==> src/rtl/camdec_pkg.sv <==
package camdec_pkg;

    localparam int CMD_W = 16;
    localparam int ID_W  = 12;

    typedef enum logic [1:0] {
        OP_NONE = 2'd0,
        OP_SRC  = 2'd1,
        OP_DST  = 2'd2,
        OP_OVR  = 2'd3
    } op_kind_e;

    localparam logic [2:0] SEL_CMP = 3'd0;
    localparam logic [2:0] SEL_MEM = 3'd3;

    localparam logic [2:0] RG_CTL  = 3'd0;
    localparam logic [2:0] RG_FREE = 3'd3;
    localparam logic [2:0] RG_PSRC = 3'd4;
    localparam logic [2:0] RG_PDST = 3'd5;

    typedef struct packed {
        op_kind_e   kind;
        logic       aflag;
        logic [2:0] code;
        logic [1:0] mask;
        logic [2:0] valid;
    } op_t;

    typedef struct packed {
        logic [2:0] sel;
        logic [1:0] mask;
        logic [2:0] valid;
    } dst_t;

    function automatic logic reg_writable(input logic [2:0] c);
        return !((c == RG_FREE) || (c == RG_PSRC) || (c == RG_PDST));
    endfunction

endpackage

==> src/rtl/camdec_opdec.sv <==
module camdec_opdec
    import camdec_pkg::*;
(
    input  logic [CMD_W-1:0] word,
    output op_t              op
);

    always_comb begin
        op = '0;
        op.kind = OP_NONE;
        if (word[15:12] == 4'h0) begin
            case (word[10:8])
                3'b000: begin
                    if (word[7:3] == 5'd0) begin
                        op.kind  = OP_SRC;
                        op.aflag = word[11];
                        op.code  = word[2:0];
                    end
                end
                3'b001: begin
                    op.kind  = OP_DST;
                    op.aflag = word[11];
                    op.mask  = word[7:6];
                    op.code  = word[5:3];
                    op.valid = word[2:0];
                end
                3'b010: begin
                    if (!word[11] && (word[7:6] == 2'b00) && (word[2:0] == 3'b000)) begin
                        op.kind = OP_OVR;
                        op.code = word[5:3];
                    end
                end
                default: op.kind = OP_NONE;
            endcase
        end
    end

endmodule

==> src/rtl/camdec_persist.sv <==
module camdec_persist
    import camdec_pkg::*;
#(
    parameter int AW = 12
) (
    input  logic          clk,
    input  logic          rst,
    input  logic          srst,
    input  logic          port_wr,
    input  op_t           op,
    input  logic [AW-1:0] addr_in,
    output logic [2:0]    src_sel,
    output dst_t          dst,
    output logic          ar_load,
    output logic [AW-1:0] ar_value,
    output logic          waiting
);

    logic [2:0]    src_q;
    dst_t          dst_q;
    logic          wait_q;
    logic          wait_dst_q;
    logic [2:0]    held_src_q;
    dst_t          held_dst_q;
    logic          ar_load_q;
    logic [AW-1:0] ar_val_q;
    logic          defer;

    assign defer = op.aflag && (op.code == SEL_MEM);

    always_ff @(posedge clk) begin
        if (rst || srst) begin
            src_q      <= SEL_CMP;
            dst_q      <= '0;
            wait_q     <= 1'b0;
            wait_dst_q <= 1'b0;
            held_src_q <= SEL_CMP;
            held_dst_q <= '0;
            ar_load_q  <= 1'b0;
            ar_val_q   <= '0;
        end else begin
            ar_load_q <= 1'b0;
            if (port_wr) begin
                if (wait_q) begin
                    if (wait_dst_q) dst_q <= held_dst_q;
                    else            src_q <= held_src_q;
                    ar_load_q <= 1'b1;
                    ar_val_q  <= addr_in;
                    wait_q    <= 1'b0;
                end else begin
                    case (op.kind)
                        OP_SRC: begin
                            if (defer) begin
                                wait_q     <= 1'b1;
                                wait_dst_q <= 1'b0;
                                held_src_q <= op.code;
                            end else begin
                                src_q <= op.code;
                            end
                        end
                        OP_DST: begin
                            if (defer) begin
                                wait_q     <= 1'b1;
                                wait_dst_q <= 1'b1;
                                held_dst_q <= '{sel: op.code, mask: op.mask, valid: op.valid};
                            end else begin
                                dst_q <= '{sel: op.code, mask: op.mask, valid: op.valid};
                            end
                        end
                        default: ;
                    endcase
                end
            end
        end
    end

    assign src_sel  = src_q;
    assign dst      = dst_q;
    assign ar_load  = ar_load_q;
    assign ar_value = ar_val_q;
    assign waiting  = wait_q;

    // the address request lasts a single cycle
    a_r5_load_pulse: assert property (@(posedge clk) disable iff (rst)
        ar_load |=> !ar_load);

    // a pending wait keeps the selections until its address write arrives
    a_r5_wait_holds: assert property (@(posedge clk) disable iff (rst)
        (wait_q && !port_wr && !srst) |=> (wait_q && $stable(src_q) && $stable(dst_q)));

endmodule

==> src/rtl/camdec_override.sv <==
module camdec_override
    import camdec_pkg::*;
#(
    parameter logic [ID_W-1:0] DEV_ID = 12'h364
) (
    input  logic             clk,
    input  logic             rst,
    input  logic             cmd_wr,
    input  logic             cmd_rd,
    input  logic [CMD_W-1:0] word,
    input  logic             waiting,
    input  op_kind_e         op_kind,
    input  logic [2:0]       op_code,
    output logic             pend,
    output logic             stat_rd,
    output logic             reg_rd,
    output logic             reg_wr,
    output logic [2:0]       reg_code,
    output logic             id_oe,
    output logic [ID_W-1:0]  id_value,
    output logic             srst_now,
    output logic             soft_rst
);

    logic       pend_q;
    logic [2:0] code_q;
    logic       srst_q;

    always_comb begin
        stat_rd  = cmd_rd && !pend_q;
        reg_rd   = cmd_rd && pend_q;
        reg_wr   = cmd_wr && pend_q && reg_writable(code_q);
        reg_code = pend_q ? code_q : 3'd0;
        id_oe    = reg_rd && (code_q == RG_PSRC);
        srst_now = cmd_wr && pend_q && (code_q == RG_CTL) && (word == '0);
    end

    always_ff @(posedge clk) begin
        if (rst) begin
            pend_q <= 1'b0;
            code_q <= 3'd0;
            srst_q <= 1'b0;
        end else begin
            srst_q <= srst_now;
            if (pend_q && (cmd_wr || cmd_rd)) begin
                pend_q <= 1'b0;
            end else if (cmd_wr && !waiting && (op_kind == OP_OVR)) begin
                pend_q <= 1'b1;
                code_q <= op_code;
            end
        end
    end

    assign pend     = pend_q;
    assign id_value = DEV_ID;
    assign soft_rst = srst_q;

    // a routed command cycle is never followed directly by another one
    a_r6_one_shot: assert property (@(posedge clk) disable iff (rst)
        (reg_rd || reg_wr) |=> !(reg_rd || reg_wr));

endmodule

==> src/rtl/cam_cmd_decoder.sv <==
module cam_cmd_decoder
    import camdec_pkg::*;
#(
    parameter int               AW     = 12,
    parameter logic [ID_W-1:0]  DEV_ID = 12'h364
) (
    input  logic             clk,
    input  logic             rst,
    input  logic             en_n,
    input  logic             cmd_n,
    input  logic             wr_n,
    input  logic [CMD_W-1:0] bus,
    output logic [2:0]       src_sel,
    output logic [2:0]       dst_sel,
    output logic [1:0]       dst_mask,
    output logic [2:0]       dst_valid,
    output logic             ar_load,
    output logic [AW-1:0]    ar_value,
    output logic             stat_rd,
    output logic             reg_rd,
    output logic             reg_wr,
    output logic [2:0]       reg_code,
    output logic             id_oe,
    output logic [ID_W-1:0]  id_value,
    output logic             soft_rst
);

    logic cmd_cyc, cmd_wr, cmd_rd, port_wr;
    logic pend, waiting, srst_now;
    op_t  op;
    dst_t dst;

    assign cmd_cyc = !en_n && !cmd_n;
    assign cmd_wr  = cmd_cyc && !wr_n;
    assign cmd_rd  = cmd_cyc && wr_n;
    assign port_wr = cmd_wr && !pend;

    camdec_opdec u_dec (
        .word (bus),
        .op   (op)
    );

    camdec_override #(.DEV_ID(DEV_ID)) u_ovr (
        .clk      (clk),
        .rst      (rst),
        .cmd_wr   (cmd_wr),
        .cmd_rd   (cmd_rd),
        .word     (bus),
        .waiting  (waiting),
        .op_kind  (op.kind),
        .op_code  (op.code),
        .pend     (pend),
        .stat_rd  (stat_rd),
        .reg_rd   (reg_rd),
        .reg_wr   (reg_wr),
        .reg_code (reg_code),
        .id_oe    (id_oe),
        .id_value (id_value),
        .srst_now (srst_now),
        .soft_rst (soft_rst)
    );

    camdec_persist #(.AW(AW)) u_sel (
        .clk      (clk),
        .rst      (rst),
        .srst     (srst_now),
        .port_wr  (port_wr),
        .op       (op),
        .addr_in  (bus[AW-1:0]),
        .src_sel  (src_sel),
        .dst      (dst),
        .ar_load  (ar_load),
        .ar_value (ar_value),
        .waiting  (waiting)
    );

    assign dst_sel   = dst.sel;
    assign dst_mask  = dst.mask;
    assign dst_valid = dst.valid;

    // a software reset pulse shows every selection at its reset value
    a_r9_soft_clears: assert property (@(posedge clk) disable iff (rst)
        soft_rst |-> (src_sel == SEL_CMP && dst_sel == 3'd0 && dst_mask == 2'd0 && dst_valid == 3'd0));

    // an address load only accompanies a memory-location selection
    a_r5_load_mem: assert property (@(posedge clk) disable iff (rst)
        ar_load |-> (src_sel == SEL_MEM || dst_sel == SEL_MEM));

    // status and override routing never coincide
    a_r2_status_excl: assert property (@(posedge clk) disable iff (rst)
        stat_rd |-> (!reg_rd && !reg_wr && !id_oe));

endmodule

==> config.mk <==
export PLATFORM = sky130hd
export DESIGN_NAME = cam_cmd_decoder
export DESIGN_NICKNAME = d
export VERILOG_FILES = /design/src/rtl/camdec_pkg.sv /design/src/rtl/camdec_opdec.sv /design/src/rtl/camdec_persist.sv /design/src/rtl/camdec_override.sv /design/src/rtl/cam_cmd_decoder.sv
export SDC_FILE = /design/constraint.sdc
export NUM_CORES = 1
export LEC_CHECK = 0
export ABC_AREA = 1
export BUFFER_PORTS_ARGS = -buffer_cell sky130_fd_sc_hd__buf_2
export CORE_UTILIZATION = 55
export DETAILED_ROUTE_END_ITERATION = 7
export HOLD_SLACK_MARGIN = 0.1
export PLACE_DENSITY = 0.93
export SLEW_MARGIN = 20
export SYNTH_ARGS = -nofsm -noshare
export SYNTH_HDL_FRONTEND = slang
export SYNTH_SLANG_ARGS = --single-unit
==> constraint.sdc <==
create_clock -name clk -period 5.55 [get_ports clk]
set_clock_uncertainty 0.15 [all_clocks]
set_input_delay 1.3875 -clock clk [delete_from_list [all_inputs] [get_ports clk]]
set_output_delay 1.3875 -clock clk [all_outputs]
set_load 0.1 [all_outputs]
==> results.tsv <==
metric	value	unit
Core Area	4060	um^2
FP Rows	23	
CTS tree	built	
Switching Fraction	27.5	%
drc violations	0	
flip-flop and latch area	841	um^2
Num Clock Sinks	42	
pwr dens	227	nW/um^2
Clock Tree Root	clkbuf_8	
initial antenna violation count	0	
RSZ-0062 raised after global routing	no	
grt ovf	0	
Via density	4.96	
hold_buf cts	0	
Pint	0.000446	W
PostCTS Resize Cnt	0	
DR WL/cell	11.1	um
Logic pwr share	11.6	%
Synth Warn #	0	
Slew HR	60.4	%
top-count cell post-synth	nand2_1	
share of cells above drive strength 1	21.1	%
pins over their slew limit	0	
Main synth FF type	dfxtp_1	
All-Layer GR Usage	24.6	%
part of the power in registers	49.0	%
CP Capture Type	output port	
CP arrival	2550	ps
Total Nets Final	425	
Unique masters post-synth	36	
ANT cells	0	
Iteration-0 DRC Markers	110	
I/O pin count	65	
setup_tns	0	ps
drt pass-1 iters	4	
Initial Utilization	58.0	%
CP top delay family	buffers and inverters	
ANT nets after route	0	
die width	67.4	um
Worst-Margin Slew	593	ps
P_sw	0.000169	W
FFs w/ async S/R, synth	0	%
part of the Yosys area used for sequential elements	35.7	%
Buffers & Inverters on Critical Path	2	
cell area after synthesis	2350	um^2
Post-Synthesis Cells	350	
Crit Path Max Fanout	4	
f_max	245	MHz
synth cell count leaders	nand2_1, nor2_1, inv_1	
Fin. Hold Viols	0	
CTS Buf Count	5	
Leak	1.38	nW
Clock power frac	39.4	%
via count	2240	
CP dominant cell by count	buf_2	
Worst EP required	4010	ps
Tcrit/Tclk final	73.7	%
crit path time final	4090	ps
number of H-tree levels	2	
Startpoint Class	input pin	
Yosys reg bits	42	
pin count of the biggest net entering global routing	24	
Worst path slowest cell	buf_2	
clock buffer depth	2	
number of global-route vias before repair	1971	
WL final	5010	um
HPWL after detailed placement	3760	um
# fillers	349	
global-route wire length before repair	8300	um
Hold Path Class	flip-flop to flip-flop	
overall die height	67.4	um
Clock Latency Late Sink	290	ps
area of the die	4550	um^2
# port buffers	52	
worst vdd ir	171	uV
Area growth syn-to-layout	15.1	%
Setup violations, final	0	
clock-pin transition on the worst setup and hold timing paths	90	ps
Largest stage delay, worst path	440	ps
top cells by area, synth	dfxtp_1, nand2_1, nor2_1, inv_1, a21oi_1	
Multi-input gate area	1240	um^2
critical path cell sequence	buf_2, or2_1, nor2_2, nand2_1, a21oi_1, buf_2	
postcts setup bufs	0	
worst hold slack	309	ps
gpl congestion	0.807	
Max Cap Viol	0	
Yosys top cell area share	35.7	%
critical path class	input pin to output port	
average size of a mapped cell	6.73	um^2
outcome	finished clean	
cell accounting for the most synthesized area	dfxtp_1	
Post-synth EDFFs	0	
## power groups by stage
stage	clock network (W)	logic, W	registers [W]
global placement	0	0.0000700	0.000308
finish	0.000242	0.0000715	0.000301
detailed placement	0	0.0000708	0.000308
CTS	0.000246	0.0000711	0.000301
global route	0.000255	0.0000767	0.000301
floorplan	0	0.0000620	0.000309
## cell type report
type	count	area share (%)
clock buffers	6	2.68
clock inverters	2	1.38
inverters	53	7.34
multi-input cells	247	45.7
flip-flops and latches	42	31.0
well taps	50	2.31
repair buffers	52	9.60
## state kept, by name (all words and copies together), names as in the netlist, 3 cells and up
name	count
u_sel.held_dst_q	8
u_sel.src_sel	3
u_sel.ar_value	12
u_ovr.code_q	3
u_sel.held_src_q	3
u_sel.dst	8
## through the flow
stage,total power (W),std cells,area [um^2],util [%],setup slack (ps)
global placement,0.000378,444,2600,64.1,1470
CTS,0.000618,452,2710,66.8,1450
global route,0.000633,452,2710,66.8,1370
floorplan,0.000371,360,2400,-,171
detailed placement,0.000379,444,2600,64.1,1450
finish,0.000615,452,2710,66.8,1460
## per-layer routing
layer | global-route usage (%) | wire [um] | vias to the layer above
met5 | 0 | 0 | -
met4 | 14.4 | 135 | 0
met3 | 5.91 | 272 | 14
met2 | 41.1 | 2360 | 79
met1 | 28.4 | 2240 | 973
li1 | - | - | 1174
## final timing paths
path / from / endpoint / slack [ps] / cells past startpoint
max: en_n / reg_wr / 1460 / 6
min: u_sel.held_src_q[0] / u_sel.held_src_q[0] / 310 / 2
max reg2reg: u_sel.waiting / u_sel.ar_value[11] / 3390 / 6
min reg2reg: u_sel.held_src_q[0] / u_sel.held_src_q[0] / 310 / 2
## placed cells by master, fill, tap and decap left out, drive strengths merged, types with 2 or more instances in the layout
master  count
a211oi      2
a21oi      26
buf        52
clkbuf      6
conb       12
dfxtp      42
ha          3
inv        52
nand2      78
nand3      22
nand3b      3
nand4       8
nor2       68
nor3        4
nor4        2
o21ai      14
or2         2
## tightest hold or removal path, stage by stage, from the launching register on
cell	delay [ps]
dfxtp_1	300
inv_1	60
a21oi_1	60
## cells by family (layout without fill, tap and decap cells)
kind of cell               after synthesis  after routing  share of synthesized area (%)
AOI/OAI and AO/OA                       44             44                           10.1
adders and majority gates                3              3                           1.59
buffers and inverters                   71            113                           13.5
DFF                                     42             42                           35.7
other                                    2             12                          0.319
and+or+nand+nor                        188            188                           38.8
Power figures use the tool's default switching activity.
